===== config.mk =====
export PLATFORM = sky130hd
export DESIGN_NAME = ccr_alu
export DESIGN_NICKNAME = d
export VERILOG_FILES = /design/src/rtl/ccr_alu.sv
export SDC_FILE = /design/constraint.sdc
export NUM_CORES = 1
export LEC_CHECK = 0
export CORE_MARGIN = 2
export CORE_UTILIZATION = 49
export CTS_CLUSTER_SIZE = 8
export DETAILED_ROUTE_END_ITERATION = 16
export GPL_TIMING_DRIVEN = 0
export PLACE_DENSITY_LB_ADDON = 0.12
export SLEW_MARGIN = 20
export SYNTH_ARGS = -nofsm -noshare
export SYNTH_HDL_FRONTEND = slang
export SYNTH_SLANG_ARGS = --single-unit

===== constraint.sdc =====
create_clock -name clk -period 9.45 [get_ports clk]
set_input_delay 1.89 -clock clk [delete_from_list [all_inputs] [get_ports clk]]
set_output_delay 1.89 -clock clk [all_outputs]
set_load 0.005 [all_outputs]

===== src/rtl/ccr_alu.sv =====
module ccr_alu (
  input  logic        clk,
  input  logic        rst_n,
  input  logic        op_valid,
  input  logic [2:0]  op_code,
  input  logic        is_word,
  input  logic [15:0] opnd_a,
  input  logic [15:0] opnd_b,
  output logic [15:0] result,
  output logic        res_ok,
  input  logic        csr_we,
  input  logic [7:0]  csr_wdata,
  input  logic        irq_enter,
  output logic [7:0]  csr_q,
  output logic        irq_ok
);

  localparam logic [2:0] OP_ADD = 3'd0, OP_ADC = 3'd1, OP_SUB = 3'd2,
                         OP_SBB = 3'd3, OP_NEG = 3'd4, OP_CMP = 3'd5;

  logic [7:0]  ccr;
  logic        is_sub, known, c_in;
  logic [15:0] x, yy;
  logic [4:0]  nib;
  logic [12:0] lo12;
  logic [8:0]  b9;
  logic [16:0] w17;
  logic        f_h, f_n, f_z, f_v, f_c, xs, ys;

  assign known  = (op_code <= OP_CMP);
  assign is_sub = (op_code == OP_SUB) || (op_code == OP_SBB) ||
                  (op_code == OP_NEG) || (op_code == OP_CMP);
  assign x      = (op_code == OP_NEG) ? 16'h0000 : opnd_a;
  assign yy     = is_sub ? ~((op_code == OP_NEG) ? opnd_a : opnd_b) : opnd_b;
  assign c_in   = ((op_code == OP_ADC) || (op_code == OP_SBB)) ? (ccr[0] ^ is_sub) : is_sub;

  assign nib  = {1'b0, x[3:0]}  + {1'b0, yy[3:0]}  + {4'd0, c_in};
  assign lo12 = {1'b0, x[11:0]} + {1'b0, yy[11:0]} + {12'd0, c_in};
  assign b9   = {1'b0, x[7:0]}  + {1'b0, yy[7:0]}  + {8'd0, c_in};
  assign w17  = {1'b0, x}       + {1'b0, yy}       + {16'd0, c_in};

  assign result = is_word ? w17[15:0] : {8'h00, b9[7:0]};
  assign res_ok = op_valid && known && (op_code != OP_CMP);

  assign xs  = is_word ? x[15]  : x[7];
  assign ys  = is_word ? yy[15] : yy[7];
  assign f_n = is_word ? result[15] : result[7];
  assign f_z = is_word ? (result == 16'h0000) : (result[7:0] == 8'h00);
  assign f_v = (xs == ys) && (f_n != xs);
  assign f_h = (is_word ? lo12[12] : nib[4]) ^ is_sub;
  assign f_c = (is_word ? w17[16] : b9[8]) ^ is_sub;

  always_ff @(posedge clk or negedge rst_n) begin
    if (!rst_n) begin
      ccr <= 8'h80;
    end else begin
      if (csr_we)
        ccr <= csr_wdata;
      else if (op_valid && known) begin
        ccr[5] <= f_h;
        ccr[3] <= f_n;
        ccr[2] <= f_z;
        ccr[1] <= f_v;
        ccr[0] <= f_c;
      end
      if (irq_enter)
        ccr[7] <= 1'b1;
    end
  end

  assign csr_q  = ccr;
  assign irq_ok = ~ccr[7];

  p_reset_mask_r1: assert property (@(posedge clk) disable iff (!rst_n)
    $rose(rst_n) |-> (csr_q == 8'h80));

  p_write_load_r2: assert property (@(posedge clk) disable iff (!rst_n)
    (csr_we && !irq_enter) |=> (csr_q == $past(csr_wdata)));

  p_entry_mask_r3: assert property (@(posedge clk) disable iff (!rst_n)
    irq_enter |=> (csr_q[7] && !irq_ok));

  p_cmp_no_wb_r10: assert property (@(posedge clk) disable iff (!rst_n)
    (op_valid && op_code == OP_CMP) |-> !res_ok);

  p_zero_flag_r8: assert property (@(posedge clk) disable iff (!rst_n)
    (op_valid && known && !csr_we) |=>
      (csr_q[2] == ($past(is_word) ? ($past(result) == 16'h0000)
                                   : ($past(result[7:0]) == 8'h00))));

  p_spare_hold_r11: assert property (@(posedge clk) disable iff (!rst_n)
    !csr_we |=> $stable({csr_q[6], csr_q[4]}));

  p_idle_hold_r11: assert property (@(posedge clk) disable iff (!rst_n)
    (!csr_we && !irq_enter && !(op_valid && known)) |=> $stable(csr_q));

endmodule


### Word-level counts from Yosys, hierarchy flattened

Cells that the tools add are included.

| storage, ports and cells | value |
|---|---|
| memory bits (writable) | 0 |
| bits of input ports | 49 |
| flip-flop bits (word level) | 8 |
| latch bits | 0 |
| memories | 0 |
| bits in read-only memories | 0 |
| logic and storage cells | 53 |
| output and inout bits | 26 |

| cells by class | value |
|---|---|
| muxes and demuxes | 17 |
| div/mod/pow operators | 0 |
| multipliers | 0 |
| bitwise gates (word level) | 5 |
| add/subtract/negate cells | 8 |
| eq/ne operators | 8 |
| reductions and logical operators | 11 |
| magnitude comparators | 1 |
| shifts and indexed selects | 0 |

Operators with widths:

| operator | number |
|---|---|
| two-way mux 16 bit | 4 |
| adder 16 x 16 -> 17 bit | 1 |
| adder 17 x 1 -> 17 bit | 1 |
| zero test 16 bit | 1 |
| NOT 16 bit | 1 |
| adder 12 x 12 -> 13 bit | 1 |
| adder 13 x 1 -> 13 bit | 1 |
| two-way mux 1 bit | 10 |
| adder 8 x 8 -> 9 bit | 1 |
| adder 9 x 1 -> 9 bit | 1 |
| zero test 8 bit | 1 |
| two-way mux 4 bit | 2 |
| equality test 3 x 2 -> 1 bit (second input constant) | 2 |
| equality test 3 bit (second input constant) | 2 |
| adder 4 x 4 -> 5 bit | 1 |
| adder 5 x 1 -> 5 bit | 1 |
| logical OR 1 bit | 4 |
| nonzero test 2 bit | 2 |
| equality test 3 x 1 -> 1 bit (second input constant) | 1 |
| <= comparator 3 bit (second input constant) | 1 |
| logical AND 1 bit | 3 |
| != test 3 bit (second input constant) | 1 |
| XOR 1 bit | 3 |
| two-way mux 2 bit | 1 |
| other kinds (3) | 3 |

### Logic depth before layout (Yosys ltp)

Gate-level depths: netlist (run 1).

| depth | value |
|---|---|
| depth in word-level cells | 13 |
| depth in mapped cells | 13 |
| mapped depth without buffers | 12 |

### Worst setup path after synthesis (run 1)

Ideal clock, no wire load.

| timing | value |
|---|---|
| path type | input-to-output |
| start | input op_code[1] |
| end | output result[14] |
| path buffers | 2 |
| path slack | 2250 ps |
| arrival time | 5310 ps |
| data required time | 7560 ps |
| cell stages on the path | 12 |
| path through | ha_1 > clkbuf_1 > clkbuf_1 > mux2_2 > fa_1 > fa_1 > a21o_1 > a221o_2 > a211oi_1 > nor2_1 > xnor2_1 > nor2_1 |

| on the way | value |
|---|---|
| cells in the longest elaborated chain, start to end | 8 |
| elaborated cells between the ends (all ways) | 18 |
| those cells by class | add/sub: 2; eq/ne: 5; mux: 5; bitwise: 2; reduce/logical: 4 |

Ends and longest elaborated chain:

| item | line | source |
|---|---|---|
| start: declaration | 5 | `input logic [2:0] op_code,` |
| equality test 3 x 2 -> 1 bit (on tied branches) | 31, 35 |  |
| logical OR 1 bit (2 in series) | 31 | `assign is_sub = (op_code == OP_SUB) \|\| (op_code == OP_SBB) \|\|` |
| logical OR 1 bit | 32 | `(op_code == OP_NEG) \|\| (op_code == OP_CMP);` |
| two-way mux 16 bit / XOR 1 bit (equally long branches) | 34, 35 |  |
| adder 16 x 16 -> 17 bit / two-way mux 1 bit (equally long branches) | 40, 35 |  |
| adder 17 x 1 -> 17 bit (*) | 40 | `assign w17 = {1'b0, x} + {1'b0, yy} + {16'd0, c_in};` |
| two-way mux 16 bit (*) | 42 | `assign result = is_word ? w17[15:0] : {8'h00, b9[7:0]};` |
| end: declaration | 9 | `output logic [15:0] result,` |

Every way passes the cells marked *; elsewhere a longest branch is shown, timed or not.

### Final worst setup path (run 1)

| timing | value |
|---|---|
| start | input op_code[2] |
| end | output result[14] |

Same word-level chain as after synthesis.

==> summary.md, run 1 <==
| Metric | Value |
|---|---|
| Outcome | `completed` |
| Total Power | `332 uW` |
| Synthesized area per cell | `7.74 um^2` |
| Synth Instances | `263` |
| Crit start category | `primary input` |
| Fraction of registers with async set/reset | `1.00` |
| Setup Skew | `0.00481 ns` |
| Worst path required time | `7.56 ns` |
| Die width | `68.5 um` |
| Largest net degree at the start of global routing | `11` |
| Clock Sinks | `8` |
| IO Count | `75` |
| Worst slack, placed | `0.570 ns` |
| Post-Synthesis Cell Area | `2040 um^2` |
| Area contributors post-synth | `mux2i_1 11%, ha_1 9.8%, mux2_2 9.4%, dfrtp_1 8.6%, nor2b_1 5.2%` |
| Residual DRC | `0` |
| Initial core utilization | `0.509` |
| Hold WC Path Type | `reg2reg` |
| # rows | `23` |
| Layout Area Growth over Synthesis | `40.7%` |
| Number of synthesized flops with an enable pin | `0` |
| Max reg flops | `8` |
| Die Area | `4690 um^2` |
| Die Span Y | `68.5 um` |
| First DRT Iteration DRCs | `156` |
| Post-synthesis register bit count | `8` |
| Initial antenna violation count | `0` |
| Crit Path Max Fanout | `10` |
| Share of the synthesized area in the top cell type | `0.113` |
| Worst-path clk slew | `0.05 ns` |
| Latest clock arrival within the worst-skew pair | `0.23 ns` |
| Synth warnings | `0` |
| Worst vdd ir | `0.0543 mV` |
| CTS max path bufs | `2` |
| Most common cell in the netlist | `mux2i_1` |
| # H-tree levels | `1` |
| Post-Route Utilization | `0.716` |
| Pwr dens | `116 nW/um^2` |
| Hold buffer count at CTS | `0` |
| GRT Resource Usage Total | `0.258` |
| Share of cells above drive strength 1 | `0.0914` |
| Max Cap Violations | `0` |
| # nets final | `407` |
| Top cells by count, synth | `23 x mux2i_1, 22 x nand2_1, 17 x mux2_2, 17 x nor2b_1, 16 x ha_1` |
| Antenna fix cells | `0` |
| Setup Buffers After CTS | `0` |
| Type of the worst setup path | `in2out` |
| Actual slew at the worst max-slew pin | `0.780 ns` |
| CTS Buf Count | `3` |
| Slowest CP cell | `clkbuf_1` |
| Number of global-route vias before repair | `2,017` |
| Final TNS setup | `0 ns` |
| Via count | `2,330` |
| Synth unique cells | `53` |
| Sequential fraction of the synthesis area | `0.0990` |
| Worst path top cell family by delay | `buffers and inverters` |
| FILL cells | `346` |
| Max incr delay on CP | `0.65 ns` |
| Grt ovf | `0` |
| Vias per inst | `5.99` |
| Antenna Nets Post-Route | `0` |
| Syn Nets | `330` |
| Crit path DAT | `7.03 ns` |
| CTS tree | `built` |
| Ys flop type | `dfrtp_1` |
| Fmax | `0.112 GHz` |
| Final Hold Fails | `0` |
| I/O Buffers | `72` |
| Cell taking the most area after synthesis | `mux2i_1` |
| Fin crit period | `8.92 ns` |
| Hpwl dp | `4820 um` |
| Wire per inst | `15.6 um` |
| Unrepaired setup endpoints after global routing | `false` |
| Total routed wirelength | `6080 um` |
| Post-CTS sizing | `0` |
| Fin crit share | `0.944` |
| Core area | `4000 um^2` |
| Leakage power | `0.00119 uW` |
| Clock Tree Root | `clkbuf_8` |
| Slew margin rel. | `0.480` |
| Crit end category | `primary output` |
| Pins Over Slew Limit | `0` |
| Initial DRT Pass Iterations | `4` |
| First-pass GRT wire length | `9330 um` |
| Routability cong. | `0.901` |
| Final worst slack | `0.532 ns` |
| Crit path buf inv count | `4` |
| Crit path cell chain | `clkdlybuf4s50_1 -> nor3b_2 -> clkbuf_1 -> clkbuf_1 -> nor2b_1 -> fa_1 -> fa_1 -> a21o_1 -> a221o_2 -> a211oi_1 -> nor2_1 -> xnor2_1 -> nor2_1 -> clkdlybuf4s50_1` |
| Setup-failing EPs final | `0` |
==> path summary, 6_finish.rpt <==
path	start	end	slack (ns)	cells after the start
worst max register to register	csr_q[0]	csr_q[2]	6.02	12
worst min register to register	csr_q[4]	csr_q[4]	0.52	1
min in group asynchronous	rst_n	csr_q[4]	1.94	1
worst max-delay path	op_code[2]	result[14]	0.53	14
worst min-delay path	csr_q[4]	csr_q[4]	0.52	1
max in group asynchronous	rst_n	csr_q[7]	7.20	1
==> where the power goes <==
group	leakage (uW)	internal [uW]	switching, uW
clock	0.0000228	29.3	14.0
combinational	0.00107	130	118
sequential	0.0000947	38.5	2.40
total	0.00119	197	134
==> layer usage <==
| layer | routed length (um) | GRT usage | vias up |
|---|---|---|---|
| met1 | 2580 | 0.350 | 1085 |
| li1 | - | - | 1131 |
| met5 | 0 | 0 | - |
| met3 | 535 | 0.0263 | 7 |
| met2 | 2910 | 0.441 | 107 |
| met4 | 51 | 0.0475 | 0 |
==> kinds of logic after synthesis <==
| group | after synthesis | share of synthesized area |
|---|---|---|
| buffers and inverters | 24 | 0.0443 |
| multiplexers | 40 | 0.207 |
| XOR/XNOR | 9 | 0.0387 |
| AO/OA/AOI/OAI | 63 | 0.223 |
| AND/OR/NAND/NOR | 101 | 0.270 |
| flip-flops | 8 | 0.0990 |
| adder cells (fa/ha/maj) | 18 | 0.118 |
==> metrics by stage <==
step / hold slack [ns] / cells / cell area, um^2
global route: 0.526 / 389 / 2860
finish: 0.521 / 389 / 2860
detailed placement: 0.512 / 385 / 2820
floorplan: 0.505 / 263 / 2040
CTS: 0.517 / 389 / 2860
global placement: 0.487 / 385 / 2820
==> layout make-up <==
type | count | area [um^2] | share of cell area
Tap cell | 50 | 62.6 | 0.0218
Sequential cell | 8 | 201 | 0.0703
Buffer | 14 | 52.6 | 0.0183
Timing Repair Buffer | 72 | 721 | 0.252
Multi-Input combinational cell | 231 | 1740 | 0.609
Clock buffer | 4 | 45.0 | 0.0157
Inverter | 10 | 37.5 | 0.0131
==> cell usage in the layout (no fill, tap or decap), drive strengths merged, types with 5 or more instances in the layout <==
cell type      instances
dfrtp                  7
a21o                   8
o21ai                 11
inv                    9
mux2                  17
mux2i                 23
nor2                  14
nand2                 22
clkdlybuf4s50         72
and3                   5
nor3                   7
nand2b                12
nor2b                 17
nand4                  5
xnor2                  5
clkbuf                18
ha                    16
a21oi                 15
Note: power is estimated with default switching activity, not from simulation.
==> run 2, diff against run 1 <==
Settings changed: CORE_UTILIZATION 49 to 46.
Clock period 9.45 ns to 10.2 ns, I/O delays scaled along.
==> run 2 against run 1 <==
Die area rose by 6.1%. Cell area barely moved. Clock skew fell by 0.0029 ns. Register-to-register slack improved by 0.69 ns. Sequential power fell by 7.8%. Combinational power fell by 8%. Total power fell by 8.3%. Flip-flop and latch count did not move. Highest routed layer unchanged.
==> summary.md, run 2 (synthesis gave the netlist of run 1 again) <==
| Metric | Value |
|---|---|
| Outcome | `completed` |
| Total routed wirelength | `5930 um` |
| Post-Route Utilization | `0.668` |
| Type of the worst setup path | `in2out` |
| Crit start category | `primary input` |
| Die Span Y | `70.5 um` |
| Unrepaired setup endpoints after global routing | `false` |
| Hold buffer count at CTS | `0` |
| Fin crit share | `0.899` |
| Crit path DAT | `7.13 ns` |
| Footprint of the multi-input gates | `1740 um^2` |
| Setup Skew | `0.00193 ns` |
| Pwr dens | `106 nW/um^2` |
| Number of global-route vias before repair | `2,154` |
| Fmax | `0.109 GHz` |
| Initial DRT Pass Iterations | `5` |
| I/O Buffers | `72` |
| Hold WC Path Type | `reg2reg` |
| Sequential cell area | `201 um^2` |
| Vias per inst | `5.79` |
| Max reg flops | `8` |
| Slew margin rel. | `0.496` |
| Worst path required time | `8.16 ns` |
| First-pass GRT wire length | `9940 um` |
| # H-tree levels | `1` |
| GRT Resource Usage Total | `0.241` |
| Antenna Nets Post-Route | `0` |
| Setup Buffers After CTS | `0` |
| Clock Sinks | `8` |
| Worst slack, placed | `1.02 ns` |
| Max Cap Violations | `0` |
| Setup-failing EPs final | `0` |
| Worst vdd ir | `0.0468 mV` |
| Final worst slack | `1.03 ns` |
| Reg2reg setup slack | `6.71 ns` |
| Die width | `70.5 um` |
| FILL cells | `405` |
| Most frequent cells in the layout | `72 x clkdlybuf4s50_1, 23 x mux2i_1, 22 x nand2_1` |
| CTS tree | `built` |
| Min-Delay Startpoint | `csr_q[7]` |
| Crit end category | `primary output` |
| Latest clock arrival within the worst-skew pair | `0.22 ns` |
| Total Power | `304 uW` |
| End point of the worst hold path | `csr_q[7]` |
| Commonest non-fill, non-tap cell in the layout | `clkdlybuf4s50_1` |
| WHS Path Cells | `2` |
| Die Area | `4970 um^2` |
| Layout Area Growth over Synthesis | `40.8%` |
| Share of cells above drive strength 1 | `0.0914` |
| Fin crit period | `9.17 ns` |
| Hpwl dp | `4780 um` |
| Routability cong. | `0.843` |
| First DRT Iteration DRCs | `65` |
| Final TNS setup | `0 ns` |
| Antenna fix cells | `0` |
| IO Count | `75` |
| Met3 WL | `295 um` |
| Grt ovf | `0` |
| Final Hold Fails | `0` |
| # rows | `24` |
| FF-to-FF path depth | `12` |
| Initial antenna violation count | `0` |
| Pins Over Slew Limit | `0` |
| Wire per inst | `15.2 um` |
| CTS Buf Count | `3` |
| Highest routed layer | `met4` |
| Actual slew at the worst max-slew pin | `0.756 ns` |
| Core area | `4290 um^2` |
| Reg-to-Reg Start | `csr_q[0]` |
| Routed met2 length | `2870 um` |
| Clock Tree Root | `clkbuf_8` |
| Crit Path Max Fanout | `10` |
| Worst-path clk slew | `0.04 ns` |
| Post-CTS sizing | `0` |
| Initial core utilization | `0.474` |
| Via count | `2,262` |
| # nets final | `407` |
| Residual DRC | `0` |
| Leakage power | `0.00119 uW` |
| M1 WL | `2720 um` |
| Reg2Reg Capture Point | `csr_q[2]` |
| Largest net degree at the start of global routing | `11` |
| CTS max path bufs | `2` |
[run 2: cell counts in the layout (fill, tap and decap cells not counted)]
Identical to the previous run, type by type.
[run 2: final cells by class]
type | instances | area share
Buffer | 14 | 0.0183
Clock buffer | 4 | 0.0157
Inverter | 10 | 0.0131
Multi-Input combinational cell | 231 | 0.608
Sequential cell | 8 | 0.0703
Tap cell | 52 | 0.0227
Timing Repair Buffer | 72 | 0.251
[run 2: report_power, final]
group / switching (uW) / internal, uW
Clock: 11.7 / 27.0
Sequential: 2.00 / 35.7
Combinational: 107 / 120
Total: 121 / 183
[run 2: critical path, stage by stage]
cell             delay [ns]
clkdlybuf4s50_1        0.46
ha_1                   0.44
clkbuf_1               0.50
clkbuf_1               0.52
mux2_2                 0.41
fa_1                   0.43
fa_1                   0.43
a21o_1                 0.22
a221o_2                0.42
a211oi_1               0.35
nor2_1                 0.10
xnor2_1                0.15
nor2_1                 0.13
clkdlybuf4s50_1        0.52
[run 2: stage by stage]
step / cells / hold slack (ns) / instance area, um^2
floorplan: 263 / 0.505 / 2040
global placement: 387 / 0.487 / 2820
detailed placement: 387 / 0.499 / 2820
CTS: 391 / 0.506 / 2870
global route: 391 / 0.537 / 2870
finish: 391 / 0.502 / 2870
[run 2: routing by layer]
metal,track usage,up-vias
li1,-,1136
met4,0.0641,0
met5,0,-
met3,0.0260,8
met1,0.320,1049
met2,0.415,69
[run 2: worst max path at each step]
stage | start | end | slack (ns) | cells after the start
2_1_floorplan | op_code[1] | result[14] | 2.70 | 12
3_3_place_gp | op_code[2] | result[14] | 1.02 | 14
3_5_place_dp | op_code[2] | result[14] | 1.02 | 14
4_1_cts | op_code[2] | result[14] | 1.00 | 14
5_1_grt | op_code[2] | result[14] | 0.66 | 14
6_report | op_code[1] | result[14] | 1.03 | 14
==> run 3, diff against run 2 <==
Settings changed: TNS_END_PERCENT set to 100.
==> results of run 3 <==
Same layout as run 2: the final DEF is identical, and so are final timing and power.
